[src/rtl/ring_addr_pkg.sv]
package ring_addr_pkg;
  localparam int SHORT_W_DEF = 16;
  localparam int LONG_W_DEF  = 48;
  localparam int NUM_LEN     = 2;

  typedef enum logic [0:0] {
    LEN_SHORT = 1'b0,
    LEN_LONG  = 1'b1
  } addr_len_e;

  typedef struct packed {
    logic dst_hit;
    logic src_hit;
  } addr_hit_t;
endpackage

[src/rtl/ring_opt_reg.sv]
module ring_opt_reg #(
  parameter int AW     = 8,
  parameter int DW     = 8,
  parameter int OFFSET = 1
) (
  input  logic          clk,
  input  logic          rst_n,
  input  logic          wr,
  input  logic [AW-1:0] addr,
  input  logic [DW-1:0] wdata,
  output logic          en_short,
  output logic          en_long
);
  localparam logic [AW-1:0] OFS = AW'(OFFSET);

  logic sel;
  assign sel = wr && (addr == OFS);

  always_ff @(posedge clk or negedge rst_n) begin
    if (!rst_n) begin
      en_short <= 1'b0;
      en_long  <= 1'b0;
    end else if (sel) begin
      en_short <= wdata[0];
      en_long  <= wdata[1];
    end
  end
endmodule

[src/rtl/ring_addr_cmp.sv]
module ring_addr_cmp
  import ring_addr_pkg::*;
#(
  parameter int SHORT_W = SHORT_W_DEF,
  parameter int LONG_W  = LONG_W_DEF
) (
  input  logic              en_short,
  input  logic              en_long,
  input  logic              is_long,
  input  logic              is_src,
  input  logic [LONG_W-1:0] data,
  input  logic [SHORT_W-1:0] my_short,
  input  logic [LONG_W-1:0] my_long,
  output addr_hit_t         hit
);
  logic [NUM_LEN-1:0] lane_eq;
  logic [NUM_LEN-1:0] lane_en;
  logic [NUM_LEN-1:0] lane_sel;

  // One lane per address length; each lane compares only its own width.
  for (genvar g = 0; g < NUM_LEN; g++) begin : g_lane
    if (g == int'(LEN_SHORT)) begin : g_short
      assign lane_eq[g]  = (data[SHORT_W-1:0] == my_short);
      assign lane_en[g]  = en_short;
      assign lane_sel[g] = !is_long;
    end else begin : g_long
      assign lane_eq[g]  = (data == my_long);
      assign lane_en[g]  = en_long;
      assign lane_sel[g] = is_long;
    end
  end

  logic any_match;
  assign any_match   = |(lane_eq & lane_en & lane_sel);
  assign hit.dst_hit = any_match && !is_src;
  assign hit.src_hit = any_match && is_src;
endmodule

[src/rtl/ring_flag_state.sv]
module ring_flag_state
  import ring_addr_pkg::*;
(
  input  logic      clk,
  input  logic      rst_n,
  input  logic      frame_start,
  input  logic      take,
  input  addr_hit_t hit,
  output logic      flag_a,
  output logic      flag_m,
  output logic      strip_req
);
  logic set_a, set_m;
  assign set_a = take && hit.dst_hit;
  assign set_m = take && hit.src_hit;

  always_ff @(posedge clk or negedge rst_n) begin
    if (!rst_n) begin
      flag_a    <= 1'b0;
      flag_m    <= 1'b0;
      strip_req <= 1'b0;
    end else begin
      flag_a    <= (flag_a    && !frame_start) || set_a;
      flag_m    <= (flag_m    && !frame_start) || set_m;
      strip_req <= (strip_req && !frame_start) || set_m;
    end
  end
endmodule

[src/rtl/ring_addr_rec.sv]
module ring_addr_rec
  import ring_addr_pkg::*;
#(
  parameter int SHORT_W    = SHORT_W_DEF,
  parameter int LONG_W     = LONG_W_DEF,
  parameter int OPT_AW     = 8,
  parameter int OPT_DW     = 8,
  parameter int OPT_OFFSET = 1
) (
  input  logic               clk,
  input  logic               rst_n,
  input  logic               opt_wr,
  input  logic [OPT_AW-1:0]  opt_addr,
  input  logic [OPT_DW-1:0]  opt_wdata,
  input  logic [SHORT_W-1:0] my_short,
  input  logic [LONG_W-1:0]  my_long,
  input  logic               frame_start,
  input  logic               fld_valid,
  output logic               fld_ready,
  input  logic               fld_is_src,
  input  logic               fld_long,
  input  logic [LONG_W-1:0]  fld_data,
  output logic               flag_a,
  output logic               flag_m,
  output logic               strip_req
);
  logic      en_short, en_long;
  addr_hit_t hit;
  logic      ready_q;

  always_ff @(posedge clk or negedge rst_n) begin
    if (!rst_n) ready_q <= 1'b0;
    else        ready_q <= 1'b1;
  end
  assign fld_ready = ready_q;

  ring_opt_reg #(
    .AW(OPT_AW), .DW(OPT_DW), .OFFSET(OPT_OFFSET)
  ) u_opt (
    .clk(clk), .rst_n(rst_n), .wr(opt_wr), .addr(opt_addr),
    .wdata(opt_wdata), .en_short(en_short), .en_long(en_long)
  );

  ring_addr_cmp #(
    .SHORT_W(SHORT_W), .LONG_W(LONG_W)
  ) u_cmp (
    .en_short(en_short), .en_long(en_long), .is_long(fld_long),
    .is_src(fld_is_src), .data(fld_data), .my_short(my_short),
    .my_long(my_long), .hit(hit)
  );

  ring_flag_state u_flags (
    .clk(clk), .rst_n(rst_n), .frame_start(frame_start),
    .take(fld_valid && fld_ready), .hit(hit),
    .flag_a(flag_a), .flag_m(flag_m), .strip_req(strip_req)
  );
endmodule

[config.mk]
export PLATFORM = sky130hd
export DESIGN_NAME = ring_addr_rec
export DESIGN_NICKNAME = d
export VERILOG_FILES = /design/src/rtl/ring_addr_pkg.sv /design/src/rtl/ring_opt_reg.sv /design/src/rtl/ring_addr_cmp.sv /design/src/rtl/ring_flag_state.sv /design/src/rtl/ring_addr_rec.sv
export SDC_FILE = /design/constraint.sdc
export NUM_CORES = 1
export LEC_CHECK = 0
export ABC_AREA = 1
export BUFFER_PORTS_ARGS = -buffer_cell sky130_fd_sc_hd__buf_2
export CORE_MARGIN = 2
export CORE_UTILIZATION = 33
export CTS_CLUSTER_SIZE = 40
export DETAILED_ROUTE_END_ITERATION = 8
export MAX_ROUTING_LAYER = met4
export PLACE_DENSITY = 0.87
export SETUP_SLACK_MARGIN = 0.2
export SYNTH_ARGS = -nofsm -noshare
export SYNTH_HDL_FRONTEND = slang
export SYNTH_SLANG_ARGS = --single-unit
[constraint.sdc]
create_clock -name clk -period 1.3 [get_ports clk]
set_clock_uncertainty 0.2 [all_clocks]
set_input_delay 0.195 -clock clk [delete_from_list [all_inputs] [get_ports clk]]
set_output_delay 0.195 -clock clk [all_outputs]
set_load 0.02 [all_outputs]
==> results of run 1 <==
==> worst min path at each step <==
stage                       startpoint                         to  slack (ns)  cells after the start
after detailed placement         rst_n        fld_ready$_DFF_PN0_       -0.18                      1
after floorplan                  rst_n        fld_ready$_DFF_PN0_       -0.30                      0
after CTS                 opt_wdata[1]  u_opt.en_long$_DFFE_PN0P_       -0.02                      2
after global placement           rst_n  u_opt.en_long$_DFFE_PN0P_       -0.18                      1
after global routing      opt_wdata[1]  u_opt.en_long$_DFFE_PN0P_       -0.01                      2
final                     opt_wdata[1]  u_opt.en_long$_DFFE_PN0P_       -0.02                      2
==> worst register-to-register path, stage by stage, from the launching register on <==
cell and delay (ns):
dfrtp_1 0.34, nand2_1 0.06, inv_2 0.05, nand2_2 0.04, nor2_2 0.07, nand2_1 0.06, nor2_1 0.10, nand2_1 0.07
nor2_2 0.07, nand2_1 0.06, nand2_2 0.08, nand2_1 0.06, nand2_1 0.06
==> power groups by stage <==
stage          logic [uW]  clock network, uW  registers [uW]
2_1_floorplan         237                  0             198
3_3_place_gp          501                  0             196
3_5_place_dp          515                  0             196
4_1_cts               520                300             194
5_1_grt               605                309             195
6_report              523                290             194
==> final cells by class <==
class,instances,share of cell area (%)
clock buffers,3,1.837
multi-input cells,214,43.88
well taps,50,2.784
flip-flops and latches,6,6.682
repair buffers,140,33.30
inverters,69,11.53
==> metrics by stage <==
stage / utilization (%) / TNS (ns) / setup slack (ns) / hold WS [ns]
after detailed placement: 53.58 / -0.4058 / -0.1202 / -0.1785
after floorplan: - / 0 / 0.06487 / -0.3006
after global placement: 53.58 / -0.2811 / -0.08621 / -0.1766
after global routing: 56.18 / -0.6669 / -0.2347 / -0.01245
after CTS: 55.33 / -0.3856 / -0.1429 / -0.01787
final: 56.18 / -0.2408 / -0.08716 / -0.01700
==> cell families (layout without fill, tap and decap cells) <==
| kind of cell | Yosys count | count (layout) | share of synthesized area, % |
|---|---|---|---|
| xor gates and xnor gates | 13 | 13 | 8.311 |
| buffers and inverters | 69 | 212 | 18.90 |
| muxes | 1 | 1 | 0.8219 |
| and+or+nand+nor | 175 | 175 | 51.32 |
| other | 1 | 1 | 0.2737 |
| DFF | 6 | 6 | 10.96 |
| AOI/OAI and AO/OA | 24 | 24 | 9.406 |
==> cell usage after synthesis (3+ instances only) <==
| library cell | instances |
|---|---|
| nand2_1 | 119 |
| inv_1 | 59 |
| nor2_1 | 39 |
| xnor2_1 | 11 |
| inv_2 | 10 |
| o21ai_0 | 9 |
| o21ai_1 | 7 |
| dfrtp_1 | 6 |
| o22ai_1 | 5 |
| nor2_2 | 4 |
| nand3_1 | 3 |
==> registers in the layout, indices dropped and copies added, names as in the netlist <==
register,count
u_flags.strip_req,1
u_flags.flag_a,1
fld_ready,1
u_flags.flag_m,1
u_opt.en_short,1
u_opt.en_long,1
==> layer usage <==
metal  vias up  part of all wire [%]
met5         -                     0
met4         0                   1.0
met3         6                   6.5
met2        80                    54
met1       858                    39
li1       1130                     -
==> what timing repair did <==
item / 4_1_cts / 5_1_grt
buffers inserted: 0 / 2
endpoints found under the setup margin: 8 / 9
hold endpoints to repair: 7 / 1
gates resized for setup: 6 / 7
pin swaps: 1 / 1
==> impl_metrics.py, run 1 <==
metrics = {
    "power_and_ir_drop": {
        "swShare_pct": 34.13,
        "ir_drop_v": 0.0005865,
        "p_seq_share_pct": 19.3,
        "p_leak_uw": 0.001495,
        "power_uw": 1008,
        "power_frac_comb_pct": 51.9,
        "internal-power_uw": 663.7,
        "switchingPower_uw": 343.9,
        "clkPwrFrac_pct": 28.8,
        "powerDensity_nw_per_um2": 448.4,
    },
    "finish": {
        "n_fill_cell": 416,
        "final_nets": 569,
        "final_cell_mix": "buf_2 (128), nand2_1 (116), inv_1 (59)",
        "layout.cells.non_filler": 482,
        "fin_area_um2": 2247,
        "layout_commonest_cell": "buf_2",
        "drive_gt1_share_pct": 38.66,
        "register_area_um2": 150.1,
        "multi_input_area_um2": 985.9,
        "syn2layout_area_growth_pct": 64.02,
        "antenna_cells": 0,
    },
    "grt": {
        "antenna_found_initial": 0,
        "grtUsageMet3_pct": 2.467,
        "grt_max_degree": 7,
        "gr-total-overflow": 0,
        "grt_util_met1_pct": 20.22,
        "top_usage_layer": "met2",
        "grt_pass1_vias": 1872,
        "track_usage_pct": 19.97,
        "globalRouteMet2Util_pct": 38.58,
        "grt_pass1_wl_um": 6941,
    },
    "run": {
        "drv_cap": 0,
    },
    "run_status": {
        "status": "finished, violations left",
        "violations": "negative hold slack, negative setup slack",
    },
    "detailed_routing": {
        "firstDrtPassIters": 4,
        "avgRoutedWirePerCell_um": 9.388,
        "drt_iter0_markers": 52,
        "detail-route-antenna-nets": 0,
        "drc_errors": 0,
        "vias_per_cell": 4.303,
        "vias": 2074,
        "wirelength_um": 4525,
    },
    "sta": {
        "holdWs_ns": -0.01700,
        "final-setup-viol-count": 3,
        "final.period_utilization_pct": 106.7,
        "min_period_ns": 1.387,
        "hold_viol_final": 1,
        "setup_ws_ns": -0.08716,
        "fmax_ghz": 0.7209,
        "maxSlewViolCount": 0,
        "rsz0062_at_grt": "true",
    },
    "logic_synthesis": {
        "syn_area_um2": 1370,
        "yosysTopAreaCellShare_pct": 32.60,
        "synth.area.top_cells": "nand2_1 (33%), inv_1 (16%), dfrtp_1 (11%)",
        "synthArstFlopShare_pct": 100.0,
        "synth_ff_type": "dfrtp_1",
        "ys_ff_latch": 6,
        "postSynthAreaPerCell_um2": 4.741,
        "syn_nets": 424,
        "synthCells": 289,
        "yosys.cell_types.count": 22,
        "synth_edf_count": 0,
        "synth_top_area_cell": "nand2_1",
        "ys_seq_area_share_pct": 10.96,
        "ys_warn_count": 0,
    },
    "die": {
        "rows": 23,
        "fp.dieW_um": 68.44,
        "die_area_um2": 4683,
        "die_h_um": 68.44,
        "core_um2": 4000,
        "initial_core_util_pct": 34.25,
        "ios": 139,
    },
    "placement": {
        "dpl.hpwl_um": 4004,
        "port_buffers": 132,
        "placedCellCount": 476,
        "gp_congestion": 0.8049,
        "placed_area_um2": 2143,
    },
    "setup_path": {
        "rr_worst_depth": 12,
        "arrival_ns": 1.35,
        "slowest_stage": "dfrtp_1",
        "critPathKind": "reg -> reg",
        "critPathMaxFanout": 2,
        "crit_path_start": "u_opt.en_long$_DFFE_PN0P_",
        "max_stage_delay_ns": 0.34,
        "endpoint_kind": "register",
        "path_delay_family": "simple AND/OR/NAND/NOR gates",
        "cp.buffers_inverters": 1,
        "crit_path_frequent_cell": "nand2_1",
        "endpoint": "u_flags.flag_a$_DFF_PN0_",
        "cp_num_cells": 12,
        "required_ns": 1.26,
        "worstPathCellList": "nand2_1, inv_2, nand2_2, nor2_2, nand2_1, nor2_1, nand2_1, nor2_2, nand2_1, nand2_2, nand2_1, nand2_1",
        "start_kind": "register",
        "rrSetupSlack_ns": -0.09,
        "r2r_end": "u_flags.flag_a$_DFF_PN0_",
        "reg2reg_from": "u_opt.en_long$_DFFE_PN0P_",
    },
    "clocking": {
        "cts_max_path_buffers": 2,
        "clkLatencyLatePin_ns": 0.23,
        "ctsRootBufferMaster": "clkbuf_8",
        "clock_sinks": 6,
        "h-tree-depth": 1,
        "cts_buffers": 3,
        "cts_tree": "built",
        "clkSlewWorstSetupHoldPaths_ns": 0.04,
        "hold_buffers": 1,
    },
    "hold_path": {
        "hold_class": "in -> reg",
    },
}
Note: power is estimated with default switching activity, not from simulation.
==> run 2, diff against run 1 <==
--- a/config.mk
+++ b/config.mk
@@ -7,10 +7,12 @@
 export LEC_CHECK = 0
 export ABC_AREA = 1
 export BUFFER_PORTS_ARGS = -buffer_cell sky130_fd_sc_hd__buf_2
+export CORE_ASPECT_RATIO = 0.9
 export CORE_MARGIN = 2
 export CORE_UTILIZATION = 33
 export CTS_CLUSTER_SIZE = 40
 export DETAILED_ROUTE_END_ITERATION = 8
+export GPL_TIMING_DRIVEN = 0
 export MAX_ROUTING_LAYER = met4
 export PLACE_DENSITY = 0.87
 export SETUP_SLACK_MARGIN = 0.2
==> run 2 against run 1 <==
The run ends with negative setup slack left. Combinational power shrank 2%. Sequential share of layout area grew 0.15 points. Register-to-register slack worse by 0.08 ns. Critical path depth unchanged. Die area barely moved. Sequential power about the same. First-iteration DRC count shrank 38%. Final area is 2.2% lower. Fmax fell by 5.5%.
==> impl_metrics.py, run 2 (synthesized netlist as in run 1, its figures left out) <==
metrics = {
    "placement": {
        "dpl.hpwl_um": 4057,
        "port_buffers": 132,
        "gp_congestion": 0.8904,
    },
    "die": {
        "fp.dieW_um": 71.92,
        "die_h_um": 65.13,
        "die_area_um2": 4684,
        "rows": 22,
        "core_um2": 4046,
        "ios": 139,
        "initial_core_util_pct": 33.86,
    },
    "clocking": {
        "ctsRootBufferMaster": "clkbuf_8",
        "cts_buffers": 3,
        "cts_tree": "built",
        "clkSlewWorstSetupHoldPaths_ns": 0.04,
        "h-tree-depth": 1,
        "clock_sinks": 6,
        "cts_max_path_buffers": 2,
        "clkLatencyLatePin_ns": 0.22,
    },
    "sta": {
        "rsz0062_at_grt": "true",
        "hold_viol_final": 0,
        "tns_ns": -0.4772,
        "final.period_utilization_pct": 112.9,
        "min_period_ns": 1.468,
        "maxSlewViolCount": 0,
        "setup_ws_ns": -0.1677,
        "final-setup-viol-count": 3,
        "fmax_ghz": 0.6813,
    },
    "finish": {
        "syn2layout_area_growth_pct": 60.37,
        "final_util_pct": 54.30,
        "final_nets": 563,
        "drive_gt1_share_pct": 37.56,
        "n_fill_cell": 412,
        "antenna_cells": 0,
        "final_cell_mix": "buf_2 (128), nand2_1 (116), inv_1 (59)",
        "layout_commonest_cell": "buf_2",
    },
    "detailed_routing": {
        "firstDrtPassIters": 4,
        "drt_iter0_markers": 32,
        "wirelength_um": 4410,
        "vias": 2062,
        "drc_errors": 0,
        "vias_per_cell": 4.350,
        "detail-route-antenna-nets": 0,
        "avgRoutedWirePerCell_um": 9.304,
    },
    "hold_path": {
        "min_delay_path_depth": 2,
        "min_from": "opt_wdata[1]",
        "hold_class": "in -> reg",
    },
    "setup_path": {
        "endpoint_kind": "register",
        "critPathKind": "reg -> reg",
        "required_ns": 1.25,
        "start_kind": "register",
        "critPathMaxFanout": 2,
        "rr_worst_depth": 12,
        "crit_path_start": "u_opt.en_long$_DFFE_PN0P_",
        "arrival_ns": 1.42,
        "reg2reg_from": "u_opt.en_long$_DFFE_PN0P_",
    },
    "grt": {
        "grt_pass1_wl_um": 7162,
        "grt_max_degree": 7,
        "grt_pass1_vias": 1896,
        "gr-total-overflow": 0,
        "track_usage_pct": 19.39,
        "antenna_found_initial": 0,
    },
    "run": {
        "drv_cap": 0,
    },
    "power_and_ir_drop": {
        "p_leak_uw": 0.001467,
        "powerDensity_nw_per_um2": 445.8,
        "ir_drop_v": 0.0002747,
        "power_uw": 979.5,
    },
    "run_status": {
        "violations": "negative setup slack",
        "status": "finished, violations left",
    },
}
[run 2: changes by cell type in the layout (fill, tap and decap cells not counted), sizes merged]
cell | previous run | this run
buf | 139 | 133
[run 2: final cells by class]
cell class,instances,area [um^2],area share (%)
clock buffers,3,41.29,1.879
inverters,69,259.0,11.79
multi-input cells,214,983.4,44.76
flip-flops and latches,6,150.1,6.834
well taps,48,60.06,2.733
repair buffers,134,703.2,32.00
[run 2: power breakdown]
| part | internal [uW] | total, uW | switching [uW] |
|---|---|---|---|
| logic | 262 | 515 | 253 |
| registers | 193 | 195 | 2.56 |
| clock network | 198 | 269 | 71.2 |
| total | 653 | 979 | 327 |
[run 2: final timing paths]
| kind | to | slack, ns |
|---|---|---|
| hold / removal | u_opt.en_long$_DFFE_PN0P_ | 0.009 |
| hold reg to reg | u_opt.en_long$_DFFE_PN0P_ | 0.30 |
| max in group asynchronous | u_flags.flag_m$_DFF_PN0_ | 0.62 |
| setup / recovery | u_flags.flag_m$_DFF_PN0_ | -0.17 |
| setup reg to reg | u_flags.flag_m$_DFF_PN0_ | -0.17 |
| min in group asynchronous | u_opt.en_long$_DFFE_PN0P_ | 0.13 |
[run 2: critical path: stages, from the launching register on]
cell and delay, ns:
dfrtp_1 0.33, nand2_1 0.06, inv_2 0.05, nand2_2 0.04, nor2_1 0.07, nand2_1 0.07, nor2_2 0.12, nand2_1 0.08
nor2_2 0.09, nand2_1 0.08, nand2_2 0.08, nand2_2 0.06, nand2_2 0.06
[run 2: metrics by stage]
step	area, um^2	std cells	worst slack, ns	hold slack, ns
6_report	2197	474	-0.1677	0.009144
2_1_floorplan	1383	289	0.06487	-0.3006
5_1_grt	2197	474	-0.2992	0.01331
3_3_place_gp	2103	469	-0.1581	-0.1793
3_5_place_dp	2103	469	-0.2042	-0.1704
4_1_cts	2185	473	-0.1487	0.009706
[run 2: what timing repair did]
item | CTS | global route
buffers inserted | 0 | 1
pin swaps | 1 | 2
hold buffers | 1 | 0
resized for setup | 10 | 2
endpoints found under the hold margin | 6 | 0
endpoints found under the setup margin | 8 | 8
[run 2: layer usage]
metal / part of all wire, % / GRT usage [%] / up-vias
met1: 40 / 20.64 / 854
met3: 7.6 / 1.687 / 6
li1: - / - / 1117
met5: 0 / - / -
met4: 1.4 / 5.896 / 0
met2: 51 / 37.85 / 85
